==> config.mk <==
export PLATFORM = sky130hd
export DESIGN_NAME = irq_ack_handler
export DESIGN_NICKNAME = d
export VERILOG_FILES = /design/src/rtl/irq_ack_pkg.sv /design/src/rtl/irq_level_picker.sv /design/src/rtl/irq_ack_timer.sv /design/src/rtl/irq_result_reg.sv /design/src/rtl/irq_ack_handler.sv
export SDC_FILE = /design/constraint.sdc
export NUM_CORES = 1
export LEC_CHECK = 0
export BUFFER_PORTS_ARGS = -buffer_cell sky130_fd_sc_hd__buf_2
export CORE_ASPECT_RATIO = 0.5
export CORE_MARGIN = 3
export CORE_UTILIZATION = 53
export DETAILED_ROUTE_END_ITERATION = 8
export PLACE_DENSITY = 0.85
export SLEW_MARGIN = 20
export SYNTH_ARGS = -nofsm -noshare
export SYNTH_HDL_FRONTEND = slang
export SYNTH_SLANG_ARGS = --single-unit
==> constraint.sdc <==
create_clock -name clk -period 8.95 [get_ports clk]
set_clock_uncertainty 0.05 [all_clocks]
set_input_delay 0 -clock clk [delete_from_list [all_inputs] [get_ports clk]]
set_output_delay 0 -clock clk [all_outputs]
set_load 0.02 [all_outputs]
==> src/rtl/irq_ack_pkg.sv <==
package irq_ack_pkg;
  typedef enum logic [1:0] {
    ST_IDLE  = 2'd0,
    ST_ACK   = 2'd1,
    ST_DRAIN = 2'd2
  } ack_state_e;
endpackage

==> src/rtl/irq_level_picker.sv <==
// Scans the owned, asserted levels and returns the highest level number.
module irq_level_picker #(
  parameter int LEVELS = 7,
  localparam int LVL_W = $clog2(LEVELS + 1)
) (
  input  logic [LEVELS-1:0] pend,
  output logic              any,
  output logic [LVL_W-1:0]  lvl
);
  always_comb begin
    lvl = '0;
    for (int i = 0; i < LEVELS; i++) begin
      if (pend[i]) lvl = LVL_W'(i + 1);
    end
  end
  assign any = |pend;
endmodule

==> src/rtl/irq_ack_timer.sv <==
// Counts cycles in the acknowledge phase; expire flags the final allowed cycle.
module irq_ack_timer #(
  parameter int TMO_W = 16
) (
  input  logic             clk,
  input  logic             rst_n,
  input  logic             run,
  input  logic [TMO_W-1:0] limit,
  output logic             expire
);
  logic [TMO_W-1:0] cnt;

  always_ff @(posedge clk) begin
    if (!rst_n || !run) cnt <= '0;
    else                cnt <= cnt + 1'b1;
  end

  assign expire = ({1'b0, cnt} + (TMO_W+1)'(1)) >= {1'b0, limit};
endmodule

==> src/rtl/irq_result_reg.sv <==
// One-entry result holder with a valid/ready output.
module irq_result_reg #(
  parameter int DATA_W = 32,
  parameter int LVL_W  = 3
) (
  input  logic              clk,
  input  logic              rst_n,
  input  logic              load,
  input  logic              load_tmo,
  input  logic [DATA_W-1:0] load_id,
  input  logic [LVL_W-1:0]  load_lvl,
  output logic              valid,
  input  logic              ready,
  output logic [DATA_W-1:0] id,
  output logic [LVL_W-1:0]  lvl,
  output logic              tmo
);
  always_ff @(posedge clk) begin
    if (!rst_n) begin
      valid <= 1'b0;
      id    <= '0;
      lvl   <= '0;
      tmo   <= 1'b0;
    end else if (load) begin
      valid <= 1'b1;
      id    <= load_tmo ? '0 : load_id;
      lvl   <= load_lvl;
      tmo   <= load_tmo;
    end else if (ready) begin
      valid <= 1'b0;
    end
  end
endmodule

==> src/rtl/irq_ack_handler.sv <==
module irq_ack_handler
  import irq_ack_pkg::*;
#(
  parameter int LEVELS = 7,
  parameter int DATA_W = 32,
  parameter int TMO_W  = 16,
  localparam int LVL_W = $clog2(LEVELS + 1)
) (
  input  logic              clk,
  input  logic              rst_n,
  input  logic [LEVELS-1:0] own_mask,
  input  logic [TMO_W-1:0]  tmo_limit,
  input  logic [LEVELS-1:0] req_n,
  output logic              ack_n,
  output logic [LVL_W-1:0]  lvl_addr,
  input  logic              dtack_n,
  input  logic [DATA_W-1:0] bus_data,
  output logic              res_valid,
  input  logic              res_ready,
  output logic [DATA_W-1:0] res_id,
  output logic [LVL_W-1:0]  res_level,
  output logic              res_timeout
);
  ack_state_e       state;
  logic             ack_n_q;
  logic [LVL_W-1:0] lvl_q;
  logic             pick_any;
  logic [LVL_W-1:0] pick_lvl;
  logic             tmo_hit;
  logic             done_ok;
  logic             done_tmo;

  irq_level_picker #(.LEVELS(LEVELS)) u_pick (
    .pend (~req_n & own_mask),
    .any  (pick_any),
    .lvl  (pick_lvl)
  );

  irq_ack_timer #(.TMO_W(TMO_W)) u_tmr (
    .clk    (clk),
    .rst_n  (rst_n),
    .run    (state == ST_ACK),
    .limit  (tmo_limit),
    .expire (tmo_hit)
  );

  assign done_ok  = (state == ST_ACK) && !dtack_n;
  assign done_tmo = (state == ST_ACK) && dtack_n && tmo_hit;

  always_ff @(posedge clk) begin
    if (!rst_n) begin
      state   <= ST_IDLE;
      ack_n_q <= 1'b1;
      lvl_q   <= '0;
    end else begin
      case (state)
        ST_IDLE: begin
          if (pick_any && !res_valid && dtack_n) begin
            state   <= ST_ACK;
            ack_n_q <= 1'b0;
            lvl_q   <= pick_lvl;
          end
        end
        ST_ACK: begin
          if (done_ok) begin
            state   <= ST_DRAIN;
            ack_n_q <= 1'b1;
          end else if (done_tmo) begin
            state   <= ST_IDLE;
            ack_n_q <= 1'b1;
          end
        end
        ST_DRAIN: begin
          if (dtack_n) state <= ST_IDLE;
        end
        default: begin
          state   <= ST_IDLE;
          ack_n_q <= 1'b1;
        end
      endcase
    end
  end

  irq_result_reg #(.DATA_W(DATA_W), .LVL_W(LVL_W)) u_res (
    .clk      (clk),
    .rst_n    (rst_n),
    .load     (done_ok || done_tmo),
    .load_tmo (done_tmo),
    .load_id  (bus_data),
    .load_lvl (lvl_q),
    .valid    (res_valid),
    .ready    (res_ready),
    .id       (res_id),
    .lvl      (res_level),
    .tmo      (res_timeout)
  );

  assign ack_n    = ack_n_q;
  assign lvl_addr = lvl_q;
endmodule

; ---- Word-level counts from Yosys, hierarchy flattened
; Cells that the tools add are included.
[op_classes]
n_addsub = 2
n_lt_le_gt_ge = 1
n_eq_ne = 5
muxes = 19
bitwise = 3
reduce_logical = 17
[ops]
columns = op, count
row1 = $mux 32, 1
row2 = $add 16x1->17 const B, 1
row3 = $ge 17x16->1, 1
row4 = $add 16x1->16 const B, 1
row5 = $mux 2, 6
row6 = $mux 3, 4
row7 = $and 7x7->7, 1
row8 = $not 7->7, 1
row9 = $reduce_or 7->1, 1
row10 = $mux 1, 6
row11 = $pmux 2 s3, 1
row12 = $reduce_and 3->1, 2
row13 = $logic_and 1x1->1, 5
row14 = $logic_not 1->1, 4
row15 = $ne 2x2->1 const B, 2
row16 = $ne 3x3->1 const B, 1
row17 = $pmux 1 s3, 1
row18 = $eq 2x1->1 const B, 1
row19 = $eq 2x2->1 const B, 1
row20 = $logic_not 2->1, 1
row21 = $logic_or 1x1->1, 2
row22 = $reduce_and 2->1, 1
row23 = $reduce_bool 2->1, 1
row24 = $not 1->1, 1
[word_totals]
reg_bits = 59
in_bits = 66

; ---- Depth between registers and ports, before layout
[depth]
ltp_word = 9
depth_mapped = 14
ltp_nobuf = 12

; ---- Modules after synthesis
; A second synthesis with hierarchy kept.
[hier_totals]
hier_cells = 341
hier_area_um2 = 2936.6
[modules_own_cells]
columns = mod, instances, cells_each, area_each_um2, seq_area_each_um2
row1 = irq_result_reg, 1, 159, 1442.6, 740.7
row2 = irq_ack_timer, 1, 135, 1106.1, 320.3
row3 = irq_ack_handler, 1, 36, 332.8, 120.1
row4 = irq_level_picker, 1, 11, 55.1, 0.0

; ---- Worst setup path after synthesis
; No wires, ideal clock.
[synth_path]
path_type = reg2reg
startpoint = register u_tmr.cnt[0]
endpoint = register u_res.id[0]
setup_ps = 67
arrival_time_ps = 2774
slack_ps = 6059
stages_incl_launch_ff = 15
cell_sequence = dfxtp_1 ha_1 nand3_1 nor3_2 nand3_1 xnor2_1 ha_1 a21o_1 a21o_1 a211oi_2 nand4_2 o21a_1 buf_6 buf_12 o21ai_2
[synth_between]
elab_chain_len = 4
[synth_rtl]
columns = element, line_no
row1 = from (decl), irq_ack_timer.sv:11  ; logic [TMO_W-1:0] cnt;
row2 = from (signal assigned), irq_ack_timer.sv:15  ; else cnt <= cnt + 1'b1;
row3 = $add 16x1->17 (*), irq_ack_timer.sv:18  ; assign expire = ({1'b0, cnt} + (TMO_W+1)'(1)) >= {1'b0, limit};
row4 = $ge 17x16->1 (*), irq_ack_timer.sv:18
row5 = $logic_and 1x1->1 (*), irq_ack_handler.sv:48  ; assign done_tmo = (state == ST_ACK) && dtack_n && tmo_hit;
row6 = $mux 32 / $logic_or 1x1->1 (equally long branches), "irq_result_reg.sv:26, irq_ack_handler.sv:87"
row7 = to (signal assigned), irq_result_reg.sv:26  ; id <= load_tmo ? '0 : load_id;
row8 = to (decl), irq_result_reg.sv:14  ; output logic [DATA_W-1:0] id,
; Mark *: on every way between the ends. The rest lies on a longest branch, timed or not.
; A chain may end at the register's enable or synchronous reset.

; ---- Final worst setup path
[layout_path]
startpoint = register u_tmr.cnt[0]
endpoint = register u_res.id[28]
; The elaborated chain is that of the path after synthesis.

==> results.md <==
* Status: complete, no violations
* Final worst slack at 5.10 ns
* Final setup vio count at 0
* CTS resizes at 0
* Total power at 0.585 mW
* XOR/XNOR Fraction of Synth Area at 4.50%
* Vias at 2890
* Layout cells sized above 1 at 33.6%
* Count of non-filler cells in the finished layout at 543
* Area growth syn-to-layout at 36.0%
* Avg Inst Size Synth at 8.83 µm²
* Startpoint types: flop
* LEAKAGE at 1.88 nW
* EDFF count, synth at 0
* Worst Path Max Fanout at 36
* Combinational family with the most area after synthesis: simple AND/OR/NAND/NOR gates
* FF/Latch Area at 0.00118 mm²
* Clock Sinks at 59
* Hold Crit Class: in -> reg
* Die area at 0.00649 mm²
* Tmin final at 3.85 ns
* Core area at 0.00511 mm²
* Final slew viol count at 0
* Post-CTS setup buffer count at 0
* Post-synth top flop: dfxtp_1
* Setup crit end kind: flop
* Period utilization at 43.0%
* Post-detail-place hpwl at 5130 µm
* Arr. time, crit path at 3.98 ns
* Final wirelength at 8120 µm
* Yosys warns at 0
* Ys async rst share at 0%
* Reg2reg setup slack at 5.10 ns
* Area occupied by multi-input gates at 0.00156 mm²
* Initial Utilization at 57.1%
* Switching part of the total power at 29.1%
* Count of different cell masters after synthesis at 35
* N_diodes at 0
* Dpl cells at 491
* Post-synthesis mux area share at 1.37%
* Drt pass-1 iters at 4
* CTS max path bufs at 2
* Total GRT Usage at 25.4%
* H-tree Lvls at 3
* Post-Synth Adder-Cell Area at 7.28%
* Fillers at 335
* Die Wd at 111 µm
* CTS tree: done
* Routability cong. at 0.782
* Rel. slew slack at 27.6%
* Worst-skew pair later-pin latency at 0.34 ns
* Via density per instance at 5.32
* Max VDD drop at 0.108 mV
* RSZ-0062 raised after global routing: no
* FF+latch count, synth at 59
* DR WL/cell at 14.9 µm
* Logic pwr share at 15.2%
* Max-Cap Viols at 0
* Setup TNS at 0 ns
* Clock Power Share at 37.1%
* F_max at 260 MHz
* First-pass GRT wire length at 13200 µm
* Data required, critical path at 9.08 ns
* Initial DRC count at 227
* Final Net Count at 551
* Number of global-route vias before repair at 2870
* Largest net degree at the start of global routing at 82
* Cell Area, Placed at 0.00344 mm²
* Synth Area in Compound Gates at 15.6%
* Num CTS Buffers at 9
* Sequential-to-total area share from yosys stat at 40.4%
* Initial antenna violation count at 0
* Die Height at 58.5 µm
* Sequential share of power at 47.6%
* Final instance area at 0.00397 mm²
* # IOs at 107
* Mapped Area at 0.00292 mm²
* Sw power at 0.170 mW
* Least-Margin Pin Slew at 1.09 ns
* Final Hold Viols at 0
* Mapped Nets at 414
* Cell Pwr Density at 147 mW/mm²
* Pre-CTS setup slack at 5.12 ns
* Final ANT Viol Nets at 0
* Num rows at 18
* Root buffer cell: clkbuf_8
* Hold buffer count at cts at 36
* Synth Instances at 331
* Gr ovfl total at 0
* P_int at 0.415 mW
* DRC at 0
* WS Path Type: reg -> reg
* Post-synthesis simple-gate area fraction at 24.4%
* IO Port Bufs at 106
* CTS clock-pin slew for the worst setup and hold paths at 0.07 ns
-- layout make-up --
type	count	area share [%]
clock buffers	10	3.21
clock inverters	6	1.26
inverters	18	1.70
multi-input cells	237	39.3
flip-flops and latches	59	29.7
well taps	70	2.20
repair buffers	143	22.6
-- cell families (layout without fill, tap and decap cells) --
family / after synthesis / in the layout
adders and majority gates: 17 / 17
buffers and inverters: 35 / 177
and+or+nand+nor: 143 / 143
muxes: 4 / 4
AOI/OAI and AO/OA: 58 / 58
xor gates and xnor gates: 15 / 15
DFF: 59 / 59
-- Yosys cell counts (2+ instances only) --
library cell / n / area [µm²]
a21o_1: 3 / 22.5
mux2i_1: 4 / 40.0
o21a_1: 3 / 22.5
nor2_1: 9 / 33.8
a31oi_1: 2 / 12.5
buf_12: 3 / 60.1
clkbuf_1: 13 / 48.8
nor2b_1: 18 / 113
nor3_1: 4 / 20.0
a211oi_2: 2 / 25.0
xnor2_1: 8 / 70.1
a21oi_1: 5 / 25.0
and3_1: 5 / 31.3
o21ai_0: 8 / 40.0
o21ai_2: 30 / 263
xor2_1: 7 / 61.3
dfxtp_1: 59 / 1180
nand3_1: 40 / 200
inv_1: 18 / 67.6
nand2_1: 48 / 180
nand2b_1: 7 / 43.8
ha_1: 17 / 213
nand4_1: 6 / 37.5
-- metal layers --
metal	track usage, %	share of wire (%)	vias to the layer above
met5	0	0	-
met1	26.8	40	1363
met2	48.6	53	96
met3	7.60	5.8	18
met4	10.5	1.7	0
li1	-	-	1413
-- placed cells by master, fill, tap and decap left out, drive strengths merged --
master,netlist,routed
buf,4,107
dfxtp,59,59
nand2,48,48
nand3,40,40
o21ai,38,38
dlygate4sd3,0,36
inv,18,20
nor2b,18,18
ha,17,17
clkbuf,13,10
nor2,9,9
xnor2,8,8
xor2,7,7
nand2b,7,7
nand4,7,7
and3,5,5
a21oi,5,5
nor3,5,5
mux2i,4,4
a21o,3,3
o21a,3,3
a211oi,2,2
a31oi,2,2
clkinv,0,2
clkinvlp,0,2
and4,1,1
nor4,1,1
o31ai,1,1
o41ai,1,1
nand4b,1,1
o311ai,1,1
nor3b,1,1
o211a,1,1
a21bo,1,1
-- through the flow --
| stage | util [%] | hold slack (ns) |
|---|---|---|
| finish | 77.7 | 0.104 |
| global route | 77.7 | 0.104 |
| CTS | 77.7 | 0.0537 |
| detailed placement | 67.2 | 0.183 |
| global placement | 67.1 | 0.167 |
| floorplan | - | 0.0804 |
-- critical path, stage by stage (launching register included) --
cell      delay [ns]
dfxtp_1         0.41
ha_1            0.22
nand3_1         0.15
nor3_2          0.35
nand4_1         0.16
xnor2_1         0.17
ha_1            0.32
nand4_1         0.14
nor4_1          0.38
a211oi_2        0.07
nand4_2         0.17
o21a_2          0.87
o21ai_0         0.22
-- state kept, by name, indices dropped and copies added, names as in the netlist --
name,cells
u_res.tmo,1
u_tmr.cnt,16
u_res.id,32
lvl_addr,3
u_res.lvl,3
state,2
ack_n,1
u_res.valid,1
-- worst paths after layout --
| path | endpoint | depth (start not counted) | start |
|---|---|---|---|
| worst min register to register | u_res.id[29] | 2 | u_res.id[29] |
| worst max register to register | u_res.id[28] | 12 | u_tmr.cnt[0] |
| worst max-delay path | u_res.id[28] | 12 | u_tmr.cnt[0] |
| worst min-delay path | lvl_addr[0] | 4 | own_mask[4] |
-- power by group through the flow --
| stage | Combinational (mW) | Sequential [mW] | Clock [mW] |
|---|---|---|---|
| floorplan | 0.0385 | 0.293 | 0 |
| global placement | 0.0711 | 0.283 | 0 |
| detailed placement | 0.0747 | 0.284 | 0 |
| CTS | 0.0871 | 0.278 | 0.221 |
| global route | 0.0964 | 0.279 | 0.234 |
| finish | 0.0890 | 0.278 | 0.217 |
Note: power is estimated with default switching activity, not from simulation.
